==> src/rtl/i2c2r_pkg.sv <==
package i2c2r_pkg;
  localparam int BYTE_W = 8;

  typedef enum logic [3:0] {
    ST_IDLE,
    ST_ADDR,
    ST_ADDR_ACK,
    ST_PTR,
    ST_PTR_ACK,
    ST_WDATA,
    ST_WDATA_ACK,
    ST_RDATA,
    ST_RACK,
    ST_IGNORE
  } i2c2r_state_e;
endpackage

==> src/rtl/i2c2r_sync.sv <==
module i2c2r_sync #(
  parameter int STAGES = 2
) (
  input  logic clk,
  input  logic rst,
  input  logic scl_in,
  input  logic sda_in,
  output logic scl_s,
  output logic sda_s,
  output logic scl_rise,
  output logic scl_fall,
  output logic start_det,
  output logic stop_det
);
  logic [STAGES-1:0] scl_ff, sda_ff;
  logic scl_d, sda_d;

  generate
    if (STAGES > 1) begin : g_multi
      always_ff @(posedge clk) begin
        if (rst) begin
          scl_ff <= '1;
          sda_ff <= '1;
        end else begin
          scl_ff <= {scl_ff[STAGES-2:0], scl_in};
          sda_ff <= {sda_ff[STAGES-2:0], sda_in};
        end
      end
    end else begin : g_single
      always_ff @(posedge clk) begin
        if (rst) begin
          scl_ff <= '1;
          sda_ff <= '1;
        end else begin
          scl_ff <= scl_in;
          sda_ff <= sda_in;
        end
      end
    end
  endgenerate

  always_ff @(posedge clk) begin
    if (rst) begin
      scl_d <= 1'b1;
      sda_d <= 1'b1;
    end else begin
      scl_d <= scl_s;
      sda_d <= sda_s;
    end
  end

  assign scl_s     = scl_ff[STAGES-1];
  assign sda_s     = sda_ff[STAGES-1];
  assign scl_rise  = scl_s & ~scl_d;
  assign scl_fall  = ~scl_s & scl_d;
  assign start_det = scl_s & scl_d & sda_d & ~sda_s;
  assign stop_det  = scl_s & scl_d & ~sda_d & sda_s;
endmodule

==> src/rtl/i2c2r_regs.sv <==
module i2c2r_regs #(
  parameter int W = 8,
  parameter int N = 2,
  localparam int IW = (N > 1) ? $clog2(N) : 1
) (
  input  logic           clk,
  input  logic           clr,
  input  logic           we,
  input  logic [IW-1:0]  widx,
  input  logic [W-1:0]   wdata,
  input  logic [IW-1:0]  ridx,
  output logic [W-1:0]   rdata,
  output logic [N*W-1:0] q_flat
);
  logic [W-1:0] mem [N];

  always_ff @(posedge clk) begin
    if (clr) begin
      for (int i = 0; i < N; i++) mem[i] <= '0;
    end else if (we) begin
      mem[widx] <= wdata;
    end
  end

  assign rdata = mem[ridx];

  generate
    for (genvar g = 0; g < N; g++) begin : g_out
      assign q_flat[g*W +: W] = mem[g];
    end
  endgenerate
endmodule

==> src/rtl/i2c_dual_reg_slave.sv <==
module i2c_dual_reg_slave
  import i2c2r_pkg::*;
#(
  parameter logic [6:0] DEV_ADDR    = 7'h4C,
  parameter int         SYNC_STAGES = 2,
  parameter int         MARGIN_W    = 6
) (
  input  logic                clk,
  input  logic                rst,
  input  logic                pwr_good,
  input  logic                clr_n,
  input  logic                addr_sel,
  input  logic                scl_in,
  input  logic                sda_in,
  output logic                sda_oe,
  output logic [BYTE_W-1:0]   reg0_q,
  output logic [BYTE_W-1:0]   reg1_q,
  output logic [MARGIN_W-1:0] margin_code
);
  localparam int REG_N = 2;

  logic scl_s, sda_s, scl_rise, scl_fall, start_det, stop_det;
  i2c2r_state_e state;
  logic [2:0]        cnt;
  logic              got;
  logic              is_rd;
  logic [BYTE_W-1:0] sh;
  logic              ptr, wptr, wvalid, rptr;
  logic              reg_we, reg_widx;
  logic [BYTE_W-1:0] reg_wdata;
  logic              ridx;
  logic [BYTE_W-1:0] rdata;
  logic [REG_N*BYTE_W-1:0] q_flat;
  logic              reg_clr;
  logic [6:0]        my_addr;
  logic              in_idle;

  i2c2r_sync #(.STAGES(SYNC_STAGES)) u_sync (
    .clk(clk), .rst(rst), .scl_in(scl_in), .sda_in(sda_in),
    .scl_s(scl_s), .sda_s(sda_s), .scl_rise(scl_rise), .scl_fall(scl_fall),
    .start_det(start_det), .stop_det(stop_det)
  );

  assign reg_clr = rst | ~pwr_good | ~clr_n;
  assign ridx    = (state == ST_ADDR_ACK) ? ptr : ~rptr;

  i2c2r_regs #(.W(BYTE_W), .N(REG_N)) u_regs (
    .clk(clk), .clr(reg_clr), .we(reg_we), .widx(reg_widx),
    .wdata(reg_wdata), .ridx(ridx), .rdata(rdata), .q_flat(q_flat)
  );

  assign my_addr     = {DEV_ADDR[6:1], addr_sel};
  assign reg0_q      = q_flat[BYTE_W-1:0];
  assign reg1_q      = q_flat[2*BYTE_W-1:BYTE_W];
  assign margin_code = reg0_q[MARGIN_W-1:0];
  assign in_idle     = (state == ST_IDLE);

  always_ff @(posedge clk) begin
    if (rst) begin
      state     <= ST_IDLE;
      cnt       <= '0;
      got       <= 1'b0;
      is_rd     <= 1'b0;
      sh        <= '0;
      sda_oe    <= 1'b0;
      ptr       <= 1'b0;
      wptr      <= 1'b0;
      wvalid    <= 1'b0;
      rptr      <= 1'b0;
      reg_we    <= 1'b0;
      reg_widx  <= 1'b0;
      reg_wdata <= '0;
    end else begin
      reg_we <= 1'b0;
      if (start_det) begin
        state  <= ST_ADDR;
        cnt    <= '0;
        got    <= 1'b0;
        sda_oe <= 1'b0;
      end else if (stop_det) begin
        state  <= ST_IDLE;
        cnt    <= '0;
        got    <= 1'b0;
        sda_oe <= 1'b0;
      end else begin
        case (state)
          ST_ADDR, ST_PTR, ST_WDATA: begin
            if (scl_rise) begin
              sh  <= {sh[BYTE_W-2:0], sda_s};
              cnt <= cnt + 3'd1;
              if (cnt == 3'd7) got <= 1'b1;
            end else if (scl_fall && got) begin
              got <= 1'b0;
              cnt <= '0;
              if (state == ST_ADDR) begin
                if (sh[7:1] == my_addr) begin
                  sda_oe <= 1'b1;
                  is_rd  <= sh[0];
                  state  <= ST_ADDR_ACK;
                end else begin
                  state <= ST_IGNORE;
                end
              end else if (state == ST_PTR) begin
                if (sh[7:1] == 7'd0) begin
                  sda_oe <= 1'b1;
                  ptr    <= sh[0];
                  wptr   <= sh[0];
                  wvalid <= 1'b1;
                  state  <= ST_PTR_ACK;
                end else begin
                  state <= ST_IGNORE;
                end
              end else begin
                sda_oe <= 1'b1;
                state  <= ST_WDATA_ACK;
                if (wvalid) begin
                  reg_we    <= 1'b1;
                  reg_widx  <= wptr;
                  reg_wdata <= sh;
                end
                if (wptr) wvalid <= 1'b0;
                wptr <= ~wptr;
              end
            end
          end
          ST_ADDR_ACK: begin
            if (scl_fall) begin
              if (is_rd) begin
                sda_oe <= ~rdata[7];
                sh     <= {rdata[6:0], 1'b0};
                rptr   <= ptr;
                cnt    <= '0;
                state  <= ST_RDATA;
              end else begin
                sda_oe <= 1'b0;
                state  <= ST_PTR;
              end
            end
          end
          ST_PTR_ACK, ST_WDATA_ACK: begin
            if (scl_fall) begin
              sda_oe <= 1'b0;
              state  <= ST_WDATA;
            end
          end
          ST_RDATA: begin
            if (scl_fall) begin
              if (cnt == 3'd7) begin
                sda_oe <= 1'b0;
                got    <= 1'b0;
                state  <= ST_RACK;
              end else begin
                sda_oe <= ~sh[7];
                sh     <= {sh[6:0], 1'b0};
                cnt    <= cnt + 3'd1;
              end
            end
          end
          ST_RACK: begin
            if (scl_rise) begin
              got <= ~sda_s;
            end else if (scl_fall) begin
              got <= 1'b0;
              if (got) begin
                sda_oe <= ~rdata[7];
                sh     <= {rdata[6:0], 1'b0};
                rptr   <= ~rptr;
                cnt    <= '0;
                state  <= ST_RDATA;
              end else begin
                state <= ST_IGNORE;
              end
            end
          end
          default: ;
        endcase
      end
    end
  end
endmodule

==> config.mk <==
export PLATFORM = sky130hd
export DESIGN_NAME = i2c_dual_reg_slave
export DESIGN_NICKNAME = d
export VERILOG_FILES = /design/src/rtl/i2c2r_pkg.sv /design/src/rtl/i2c2r_sync.sv /design/src/rtl/i2c2r_regs.sv /design/src/rtl/i2c_dual_reg_slave.sv
export SDC_FILE = /design/constraint.sdc
export NUM_CORES = 1
export LEC_CHECK = 0
export BUFFER_PORTS_ARGS = -buffer_cell sky130_fd_sc_hd__buf_4
export CAP_MARGIN = 20
export CORE_UTILIZATION = 60
export DETAILED_ROUTE_END_ITERATION = 8
export PLACE_DENSITY = 0.83
export REMOVE_ABC_BUFFERS = 1
export SYNTH_ARGS = -nofsm -noshare
export SYNTH_HDL_FRONTEND = slang
export SYNTH_HIERARCHICAL = 1
export SYNTH_SLANG_ARGS = --single-unit
==> constraint.sdc <==
create_clock -name clk -period 5.79 [get_ports clk]
set_input_delay 1.158 -clock clk [delete_from_list [all_inputs] [get_ports clk]]
set_output_delay 1.158 -clock clk [all_outputs]
set_load 0.005 [all_outputs]
[Word-level counts from Yosys, hierarchy flattened]
Memories as Yosys holds them, arrays and structs flattened.
Cells that the tools add are included.
Storage, ports and cells
  memories: 1
  output and inout port bits: 23
  bits in writable memories: 16
  word-level logic and storage cells: 185
  bits of input ports: 7
  flip-flop bits (word level): 38
Memory list
  u_regs.mem: words 2, bits a word 8, read ports 3, clocked after Yosys merged registers in 0, write ports 2, RTL line i2c2r_regs.sv:15  | logic [W-1:0] mem [N];
Cells by class
  bitwise gates (word level): 26
  $add $sub $neg: 1
  multiplexer cells: 78
  reductions and logical operators: 25
  eq/ne operators: 36
Operators by type and width (number)
  $mux W8: 9
  $mux W4: 13
  $mux W1: 40
  $ne A4 B4 Y1 const B: 9
  $pmux W8 S4: 1
  $reduce_and A8 Y1: 4
  $mux W3: 10
  $reduce_and A9 Y1: 3
  $ne A2 B2 Y1 const B: 12
  $reduce_and A11 Y1: 2
  $pmux W4 S5: 1
  $not A1 Y1: 17
  $eq A4 B3 Y1 const B: 4
  $reduce_or A8 Y1: 2
  $reduce_and A7 Y1: 2
  $ne A3 B3 Y1 const B: 4
  $pmux W3 S4: 1
  $eq A4 B2 Y1 const B: 2
  $and A1 B1 Y1: 7
  $eq A7 B7 Y1: 1
  $logic_not A7 Y1: 1
  $reduce_bool A7 Y1: 1
  $reduce_and A6 Y1: 1
  $reduce_or A3 Y1: 2
  15 further kinds: 17

[Depth between registers and ports, before layout]
Gate-level depths: netlist of the first run.
  depth after elaboration: 9
  depth in mapped cells: 11
  depth with buffers taken out: 8

[Modules after synthesis]
Netlist of the first run, hierarchy kept.
Modules (own cells, without submodules)
  i2c_dual_reg_slave: area an instance 2117.0 um^2, sequential area each 640.6 um^2, instances 1, cells each 237
  i2c2r_regs: area an instance 729.4 um^2, sequential area each 480.5 um^2, instances 1, cells each 47
  i2c2r_sync: area an instance 190.2 um^2, sequential area each 120.1 um^2, instances 1, cells each 16

[Worst setup path after synthesis of the first run]
No wires, ideal clock.
  kind: input port to flip-flop
  from: input rst
  to: memory u_regs.mem[1][0] (data pin)
  setup time: 0.255 ns
  setup slack: 3.277 ns
  data arrival time: 2.258 ns
  path buffers: 2
  stages: 5
  data required time: 5.535 ns
  cells stage by stage: clkbuf_1 buf_1 nand3b_1 nor2b_2 and3_1
RTL lines
  start: declaration: RTL line i2c_dual_reg_slave.sv:9  | input logic rst,
  end: declaration: RTL line i2c2r_regs.sv:15

[Worst setup path in the final report of the first run]
  from: register state[1]
  to: register sda_oe
Between the ends
  cells in the longest elaborated chain, start to end: 8
  elaborated cells on any way between the ends: 35
  classes of those cells: eq/ne: 18; mux: 11; bitwise: 1; reduce/logical: 4; memory: 1
Ends and longest elaborated chain
  start: declaration: RTL line i2c_dual_reg_slave.sv:23  | i2c2r_state_e state;
  start signal: assignment: RTL line i2c_dual_reg_slave.sv:60  | state <= ST_IDLE;
  start signal: assignment: RTL line i2c_dual_reg_slave.sv:76  | state <= ST_ADDR;
  start signal: assignment: RTL line i2c_dual_reg_slave.sv:81  | state <= ST_IDLE;
  $eq A4 B2 Y1 *: RTL line i2c_dual_reg_slave.sv:45  | assign ridx = (state == ST_ADDR_ACK) ? ptr : ~rptr;
  $mux W1 *: RTL line i2c_dual_reg_slave.sv:45
  via ridx: RTL line i2c_dual_reg_slave.sv:31  | logic ridx;
  $mem_v2 Z2 W8 *
  via rdata[7]: RTL line i2c_dual_reg_slave.sv:32  | logic [BYTE_W-1:0] rdata;
  $not A1 Y1 *: RTL line i2c_dual_reg_slave.sv:129, i2c_dual_reg_slave.sv:165
  $mux W1: RTL line i2c_dual_reg_slave.sv:164  | if (got) begin
  $mux W1: RTL line i2c_dual_reg_slave.sv:162  | end else if (scl_fall) begin
  $mux W1: RTL line i2c_dual_reg_slave.sv:160  | if (scl_rise) begin
  $pmux W1 S5 *: RTL line i2c_dual_reg_slave.sv:86  | case (state)
  end signal: assignment: RTL line i2c_dual_reg_slave.sv:129  | sda_oe <= ~rdata[7];
  end signal: assignment: RTL line i2c_dual_reg_slave.sv:153  | sda_oe <= ~sh[7];
  end signal: assignment: RTL line i2c_dual_reg_slave.sv:165  | sda_oe <= ~rdata[7];
  end: declaration: RTL line i2c_dual_reg_slave.sv:15  | output logic sda_oe,
Mark *: on every way through the listed nets, which the timed path passes. The rest lies on a longest branch. The select of a mux whose other input is x is not followed.
A chain may end at the register's enable or synchronous reset.

==> run metrics, run 1 <==
outcome finished, final reports clean; First DRT Iteration DRCs 329; Syn Area/Cell 10.1 sq um; CORE AREA 4790 sq um; fin crit share 52.1%; Final Hold Vio Count 0; maximum VDD drop 240 uV; reg-to-reg slack, setup 2770 ps; DRC viols 0; Post-synth EDFFs 16; setup_tns 0 ps; max cap viols 0; worst path cell trace nor2b_1 > nand2_1 > a21oi_1 > mux2_2 > o32ai_1 > o21ai_0 > mux2i_1; Starting Density 63.5%; RR Endpoint sda_oe$_SDFFE_PP0P_; Post-Synthesis Cell Area 3040 sq um; Critical Path RT 6050 ps; Static Leak 0.00134 uW; RSZ-0062 raised after global routing false; die height 73.1 um; CTS Buf Count 5; Syn. warnings 6; first-pass GRT wire length 10300 um; prevailing post-synth register cell dfxtp_1; via count of the routed design 2304; commonest non-fill, non-tap cell in the layout dfxtp_1; fin nets 320; Crit. End Element register; crit path DAT 3270 ps; #FFs+latches synth 54; mean routed wirelength per cell 16.6 um; area growth from synthesis to layout 7.83%; HP Start u_sync/scl_ff[0]$_SDFF_PP1_; initial antenna violation count 0; Max Buffers Root-to-Sink 2; Netlist cell types 71; Crit-path slowest cell dfxtp_1; sequential element share of the synthesized area 40.9%; hold slack final 411 ps; Synth async-reset ratio 0%; most frequent cells in the layout dfxtp_1, buf_4, a21oi_1; critical path class reg -> reg; total track usage 25.6%; Die Wd 73.1 um; hold path depth 1; Worst Reg-to-Reg Cells 7; reg2reg start state[1]$_SDFFE_PP0P_; routability cong. 0.848; layout cells sized above 1 23.7%; Hold EP u_sync/scl_ff[1]$_SDFF_PP1_; Slew @ Worst Pin 909 ps; Root Driver clkbuf_8; min cycle time layout 3020 ps; die area 5350 sq um; Worst-Skew Late Latency 320 ps; crit path launch type register; Rel. slew slack 39.3%; Util after Layout 68.4%; Worst Skew 18.4 ps; power per cell area 342 nW/um^2; Slew Limit Fails 0; CTS tree built; via/cell ratio 6.08; num rows 25; hold_buf cts 0; CTS clk-pin slew, worst paths 110 ps; post-cts resize count 0; largest net degree at the start of global routing 36; Worst path max stage delay 930 ps; grt total ovfl 0; ANT nets after route 0; PortBufs 29; Hold Crit Class reg -> reg; antenna fix cells 0; vias in the first global route 2146; clk sinks 54; setup violators final 0; Post-Synthesis Cells 300; fillers 392; DR pass1 iterations 4; Ports 30; CP max FO 23; Total Wirelength 6300 um; DP HPWL 4360 um; Max Clock Freq 332 MHz; H-tree depth 2; post-CTS setup buffers 0
-- flip-flops by register name, summed over array words and instances, names as in the netlist --
name	flops
sda_oe	1
ptr	1
rptr	1
u_regs/mem	16
u_sync/scl_ff	2
state	4
u_sync/sda_ff	2
wptr	1
got	1
u_sync/sda_d	1
reg_we	1
reg_widx	1
sh	8
wvalid	1
is_rd	1
cnt	3
reg_wdata	8
u_sync/scl_d	1
-- cell usage after synthesis, types with 3 or more instances --
cell type	number	share of area [%]
a21oi_1	22	3.6
a21oi_2	5	1.4
a311oi_1	8	2.3
and2_1	8	1.6
and3_1	9	1.9
buf_2	7	1.2
buf_4	9	2.2
buf_6	3	1.1
clkbuf_1	4	0.49
dfxtp_1	38	25
edfxtp_1	16	16
inv_1	5	0.62
mux2_2	8	3.0
mux2i_1	21	6.9
nand2_1	17	2.1
nand2b_1	7	1.4
nand3_1	4	0.66
nor2_1	21	2.6
nor2b_1	5	1.0
nor3_1	3	0.49
o21ai_0	7	1.2
o31ai_1	3	0.74
or2_1	7	1.4
-- kinds of logic (layout without fill, tap and decap cells) --
logic type	count (synthesis)	after routing	synth area share [%]
XOR/XNOR	2	2	1.20
AND/OR/NAND/NOR	109	109	22.6
flip-flops	54	54	40.9
buffers and inverters	31	43	5.97
multiplexers	29	29	9.89
adder cells (fa/ha/maj)	3	3	1.15
AO/OA/AOI/OAI	72	72	18.3
-- worst max path at each step --
stage                               start                   to  slack [ps]  cells past startpoint
detailed placement  state[1]$_SDFFE_PP0P_  sda_oe$_SDFFE_PP0P_        2770                      7
floorplan           state[1]$_SDFFE_PP0P_  sda_oe$_SDFFE_PP0P_        3330                      7
global placement    state[1]$_SDFFE_PP0P_  sda_oe$_SDFFE_PP0P_        2900                      7
CTS                 state[1]$_SDFFE_PP0P_  sda_oe$_SDFFE_PP0P_        2740                      7
finish              state[1]$_SDFFE_PP0P_  sda_oe$_SDFFE_PP0P_        2770                      7
global route        state[1]$_SDFFE_PP0P_  sda_oe$_SDFFE_PP0P_        2470                      7
-- per-stage QoR --
step | worst slack [ps] | total power [uW] | area [sq um] | instances
after global placement | 2900 | 893 | 3180 | 371
after detailed placement | 2770 | 900 | 3180 | 371
after CTS | 2740 | 1120 | 3270 | 379
after floorplan | 3330 | 803 | 2880 | 275
after global routing | 2470 | 1170 | 3270 | 379
final | 2770 | 1120 | 3270 | 379
-- per-layer routing --
metal / global-route usage, % / vias to the layer above / part of all wire, % / wire [um]
met4: 8.50 / 0 / 1.5 / 93
met5: 0 / - / 0 / 0
met3: 4.70 / 8 / 5.4 / 340
met1: 35.4 / 1093 / 46 / 2900
met2: 40.3 / 78 / 47 / 2960
li1: - / 1125 / - / -
-- cell type report --
type                    instances  area (sq um)  area share [%]
multi-input cells             215          1610            49.3
well taps                      67          83.8            2.56
clock buffers                   6          82.6            2.52
inverters                       6          22.5           0.688
repair buffers                 29           218            6.65
clock inverters                 2          12.5           0.382
flip-flops and latches         54          1240            37.9
-- power breakdown --
group          internal, uW  leakage [uW]  switching (uW)
logic                   179      0.000793             233
registers               417      0.000496            72.1
clock network          96.5     0.0000488             123
-- worst max-delay path, delay by kind of cell (launching register included) --
family / cells / cell delay [ps]
AO/OA/AOI/OAI: 3 / 1100
flip-flops: 1 / 930
multiplexers: 2 / 580
AND/OR/NAND/NOR: 2 / 340
Power figures use the tool's default switching activity.
==> run 2, diff against run 1 <==
--- a/config.mk
+++ b/config.mk
@@ -7,9 +7,9 @@
 export LEC_CHECK = 0
 export BUFFER_PORTS_ARGS = -buffer_cell sky130_fd_sc_hd__buf_4
 export CAP_MARGIN = 20
-export CORE_UTILIZATION = 60
+export CORE_UTILIZATION = 53
 export DETAILED_ROUTE_END_ITERATION = 8
-export PLACE_DENSITY = 0.83
+export PLACE_DENSITY = 0.78
 export REMOVE_ABC_BUFFERS = 1
 export SYNTH_ARGS = -nofsm -noshare
 export SYNTH_HDL_FRONTEND = slang
==> constraint.sdc (replaced) <==
create_clock -name clk -period 2.7 [get_ports clk]
set_input_delay 0.54 -clock clk [delete_from_list [all_inputs] [get_ports clk]]
set_output_delay 0.54 -clock clk [all_outputs]
set_load 0.005 [all_outputs]
==> run metrics, run 2 (synthesis results as in run 1) <==
outcome finished, final reports clean; RSZ-0062 raised after global routing false; fillers 480; initial antenna violation count 0; slack of the critical path 418 ps; footprint of the multi-input gates 1610 sq um; num rows 27; CP bufs+invs 1; first-pass GRT wire length 10900 um; dpl ws 458 ps; Util after Layout 61.1%; largest net degree at the start of global routing 36; Starting Density 55.1%; Max Buffers Root-to-Sink 2; Final Hold Vio Count 0; hold_buf cts 0; most frequent cells in the layout dfxtp_1, buf_4, a21oi_1; post-CTS setup buffers 0; CTS tree built; Largest regs u_regs/mem (16), reg_wdata (8), sh (8); Top reg by flops u_regs/mem; Worst Skew 13.9 ps; First DRT Iteration DRCs 233; Die Wd 77.7 um; CP max FO 19; via/cell ratio 6.16; total track usage 22.9%; mean routed wirelength per cell 16.9 um; setup_tns 0 ps; max cap viols 0; critical path's top delay family flip-flops; DR pass1 iterations 5; area growth from synthesis to layout 10.9%; via count of the routed design 2413; power per cell area 760 nW/um^2; H-tree depth 2; setup violators final 0; CORE AREA 5510 sq um; PortBufs 29; DP HPWL 4650 um; Ports 30; critical path class reg -> reg; routability cong. 0.917; Hold Crit Class reg -> reg; clk sinks 54; CTS clk-pin slew, worst paths 100 ps; crit path launch type register; vias in the first global route 2208; ANT nets after route 0; layout cells sized above 1 25.9%; die height 77.7 um; Critical Path RT 2860 ps; max reg flops 16; Crit. End Element register; worst path cell trace nor2b_1 > nand2_1 > nor2_1 > a21oi_1 > buf_4 > mux2_2 > mux2i_1 > a311oi_1; Worst path max stage delay 780 ps; post-cts resize count 0; grt total ovfl 0; maximum VDD drop 488 uV; fin nets 328; antenna fix cells 0; Root Driver clkbuf_8; fin crit share 84.5%; Worst-Skew Late Latency 310 ps; commonest non-fill, non-tap cell in the layout dfxtp_1; Total Wirelength 6620 um; min cycle time layout 2280 ps; CTS Buf Count 5; Crit-path slowest cell dfxtp_1; Rel. slew slack 53.9%; crit path DAT 2450 ps; Static Leak 0.00139 uW; die area 6040 sq um; register area 1240 sq um; DRC viols 0; Max Clock Freq 438 MHz; Slew @ Worst Pin 691 ps; Slew Limit Fails 0
## run 2: cell types whose count changed in the layout (fill, tap and decap cells not counted)
cell / change
buf_4: +8
bufinv_16: +1
clkinv_1: -1
clkinv_4: -1
inv_6: +1
## run 2: final cells by class
class | count | share of cell area, %
timing repair buffer | 37 | 8.25
clock inverter | 2 | 1.15
multi-input combinational | 215 | 47.9
inverter | 6 | 0.669
clock buffer | 6 | 2.45
tap | 72 | 2.68
sequential | 54 | 36.9
## run 2: through the flow
stage               hold WS [ps]  power (uW)  std cells  area [sq um]
floorplan                    383        1720        275          2880
global placement             386        1950        384          3250
detailed placement           394        1980        384          3250
CTS                          406        2550        392          3370
global route                 400        2690        392          3370
finish                       412        2560        392          3370
## run 2: per-layer routing
layer,GRT usage (%),wire [um],vias up
met5,0,0,-
met4,6.23,51,0
met3,3.29,388,6
met2,36.6,3170,97
met1,32.2,3020,1167
li1,-,-,1143
## run 2: path summary, 6_finish.rpt
path | from | to | slack, ps | cells past startpoint
max | state[3]$_SDFFE_PP0P_ | sh[1]$_SDFFE_PP0P_ | 420 | 8
min | u_sync/scl_ff[0]$_SDFF_PP1_ | u_sync/scl_ff[1]$_SDFF_PP1_ | 410 | 1
max reg2reg | state[3]$_SDFFE_PP0P_ | sh[1]$_SDFFE_PP0P_ | 420 | 8
min reg2reg | u_sync/scl_ff[0]$_SDFF_PP1_ | u_sync/scl_ff[1]$_SDFF_PP1_ | 410 | 1
## run 2: report_power, final
group	internal, uW	total, uW	switching (uW)
registers	895	1010	119
clock network	305	579	274
logic	409	964	555
==> run 3, diff against run 2 <==
--- a/config.mk
+++ b/config.mk
@@ -5,6 +5,7 @@
 export SDC_FILE = /design/constraint.sdc
 export NUM_CORES = 1
 export LEC_CHECK = 0
+export ABC_AREA = 1
 export BUFFER_PORTS_ARGS = -buffer_cell sky130_fd_sc_hd__buf_4
 export CAP_MARGIN = 20
 export CORE_UTILIZATION = 53
==> constraint.sdc (replaced) <==
create_clock -name clk -period 2 [get_ports clk]
set_input_delay 0.4 -clock clk [delete_from_list [all_inputs] [get_ports clk]]
set_output_delay 0.4 -clock clk [all_outputs]
set_load 0.005 [all_outputs]
==> run metrics, run 3 <==
die height 76.6 um; commonest non-fill, non-tap cell in the layout nand2_1; Top reg by flops u_regs/mem; DP HPWL 5450 um; maximum VDD drop 507 uV; total track usage 25.8%; Synth area leaders dfxtp_1, edfxtp_1, nand2_1; die area 5870 sq um; Max Buffers Root-to-Sink 2; register area 1240 sq um; max reg flops 16; RSZ-0062 raised after global routing false; footprint of the multi-input gates 1360 sq um; via count of the routed design 2717; fin crit share 90.2%; area leader, netlist dfxtp_1; Total Wirelength 7250 um; initial antenna violation count 0; critical path class reg -> reg; power per cell area 1000 nW/um^2; setup violators final 0; DR pass1 iterations 5; Synth async-reset ratio 0%; Synth top cells by count nand2_1, nor2_1, inv_1; Worst Skew 9.65 ps; CTS tree built; Die Wd 76.6 um; dpl ws 193 ps; Rel. slew slack 69.2%; via/cell ratio 5.13; mean routed wirelength per cell 13.7 um; Netlist cell types 29; max cap viols 0; Slew Limit Fails 0; CTS Buf Count 5; ANT nets after route 0; antenna fix cells 0; fin nets 468; sequential element share of the synthesized area 42.1%; prevailing post-synth register cell dfxtp_1; min cycle time layout 1800 ps; First DRT Iteration DRCs 187; DRC viols 0; Ports 30; Post-Synthesis Cell Area 2950 sq um; Starting Density 56.4%; PortBufs 29; routability cong. 0.946; dpl cells 521; CP max FO 16; Syn Area/Cell 7.01 sq um; Largest regs u_regs/mem (16), reg_wdata (8), sh (8); Static Leak 0.00152 uW; Max Clock Freq 554 MHz; Synth top area share 25.8%; Slew @ Worst Pin 460 ps; slack of the critical path 195 ps; num rows 26; Root Driver clkbuf_8; Crit. End Element register; outcome finished, final reports clean; H-tree depth 2; crit path DAT 2020 ps; clk sinks 54; grt total ovfl 0; #FFs+latches synth 54; crit path launch type register; hold_buf cts 0; Critical Path RT 2220 ps; vias in the first global route 2356; Final Hold Vio Count 0; Finished Layout Cells 530; layout cells sized above 1 17.0%; DP Area 3270 sq um; most common cell in the synthesized netlist nand2_1; first-pass GRT wire length 11800 um; CTS clk-pin slew, worst paths 110 ps; largest net degree at the start of global routing 20; most frequent cells in the layout nand2_1, inv_1, nor2_1; Util after Layout 64.8%; Post-Synthesis Cells 421; area growth from synthesis to layout 15.0%; Worst-Skew Late Latency 310 ps; setup_tns 0 ps; CORE AREA 5240 sq um; Hold Crit Class in -> reg; fillers 470; Post-synth EDFFs 16; Final Cell Area 3390 sq um; Syn. warnings 6
## run 3: cell types whose count changed in the layout (fill, tap and decap cells not counted), sizes merged, moves of 9 or more
| cell | delta |
|---|---|
| mux2i | -21 |
| o21ai | +25 |
| nor2 | +52 |
| nand2 | +86 |
| nand3 | +24 |
| inv | +63 |
| and3 | -9 |
## run 3: layout make-up
cell class              count  share of cell area [%]
well taps                  70                    2.58
flip-flops and latches     54                    36.6
clock inverters             2                   0.553
clock buffers               6                    2.77
inverters                  69                    7.71
repair buffers             44                    9.73
multi-input cells         285                    40.1
## run 3: what timing repair did
action / 4_1_cts / 5_1_grt
endpoints found under the setup margin: 0 / 6
gates resized for setup: 0 / 2
buffers inserted: 0 / 1
## run 3: cells by family (layout without fill, tap and decap cells)
kind of cell	count (synthesis)	after routing	synth area share (%)
buf+inv	82	121	12.1
flops	54	54	42.1
simple gates	222	222	34.5
fa+ha+maj	2	2	0.848
compound gates	61	61	10.5
## run 3: per-layer routing
metal | wire, um | GRT usage (%) | vias to the layer above
met3 | 444 | 4.67 | 9
met5 | 0 | 0 | -
li1 | - | - | 1388
met4 | 68 | 6.92 | 0
met1 | 3590 | 37.7 | 1238
met2 | 3150 | 38.8 | 82
## run 3: where the power goes
group / internal, uW / switching, uW
clock: 332 / 397
combinational: 463 / 928
sequential: 1210 / 70.7
total: 2010 / 1400
## run 3: critical path, cell delays in order, from the launching register on
cell and delay (ps):
dfxtp_1 340, buf_4 160, nor2_2 250, nand2_4 140
nand2_2 270, inv_1 150, nor3_1 200, nand3_1 100
nand2_1 70, nor2_1 40
## run 3: path summary, 6_finish.rpt
check                                   start                           to  slack, ps  depth (start not counted)
setup / recovery        state[1]$_SDFFE_PP0P_            rptr$_SDFFE_PP0P_        200                          9
hold / removal                         sda_in  u_sync/sda_ff[0]$_SDFF_PP1_        270                          2
setup reg to reg        state[1]$_SDFFE_PP0P_            rptr$_SDFFE_PP0P_        200                          9
hold reg to reg   u_sync/sda_ff[0]$_SDFF_PP1_  u_sync/sda_ff[1]$_SDFF_PP1_        410                          1
## run 3: metrics by stage
stage                     hold WS (ps)  total power [uW]
after floorplan                    383              2270
after global placement             387              2630
after detailed placement           389              2650
after CTS                          259              3370
after global routing               267              3650
final                              269              3400
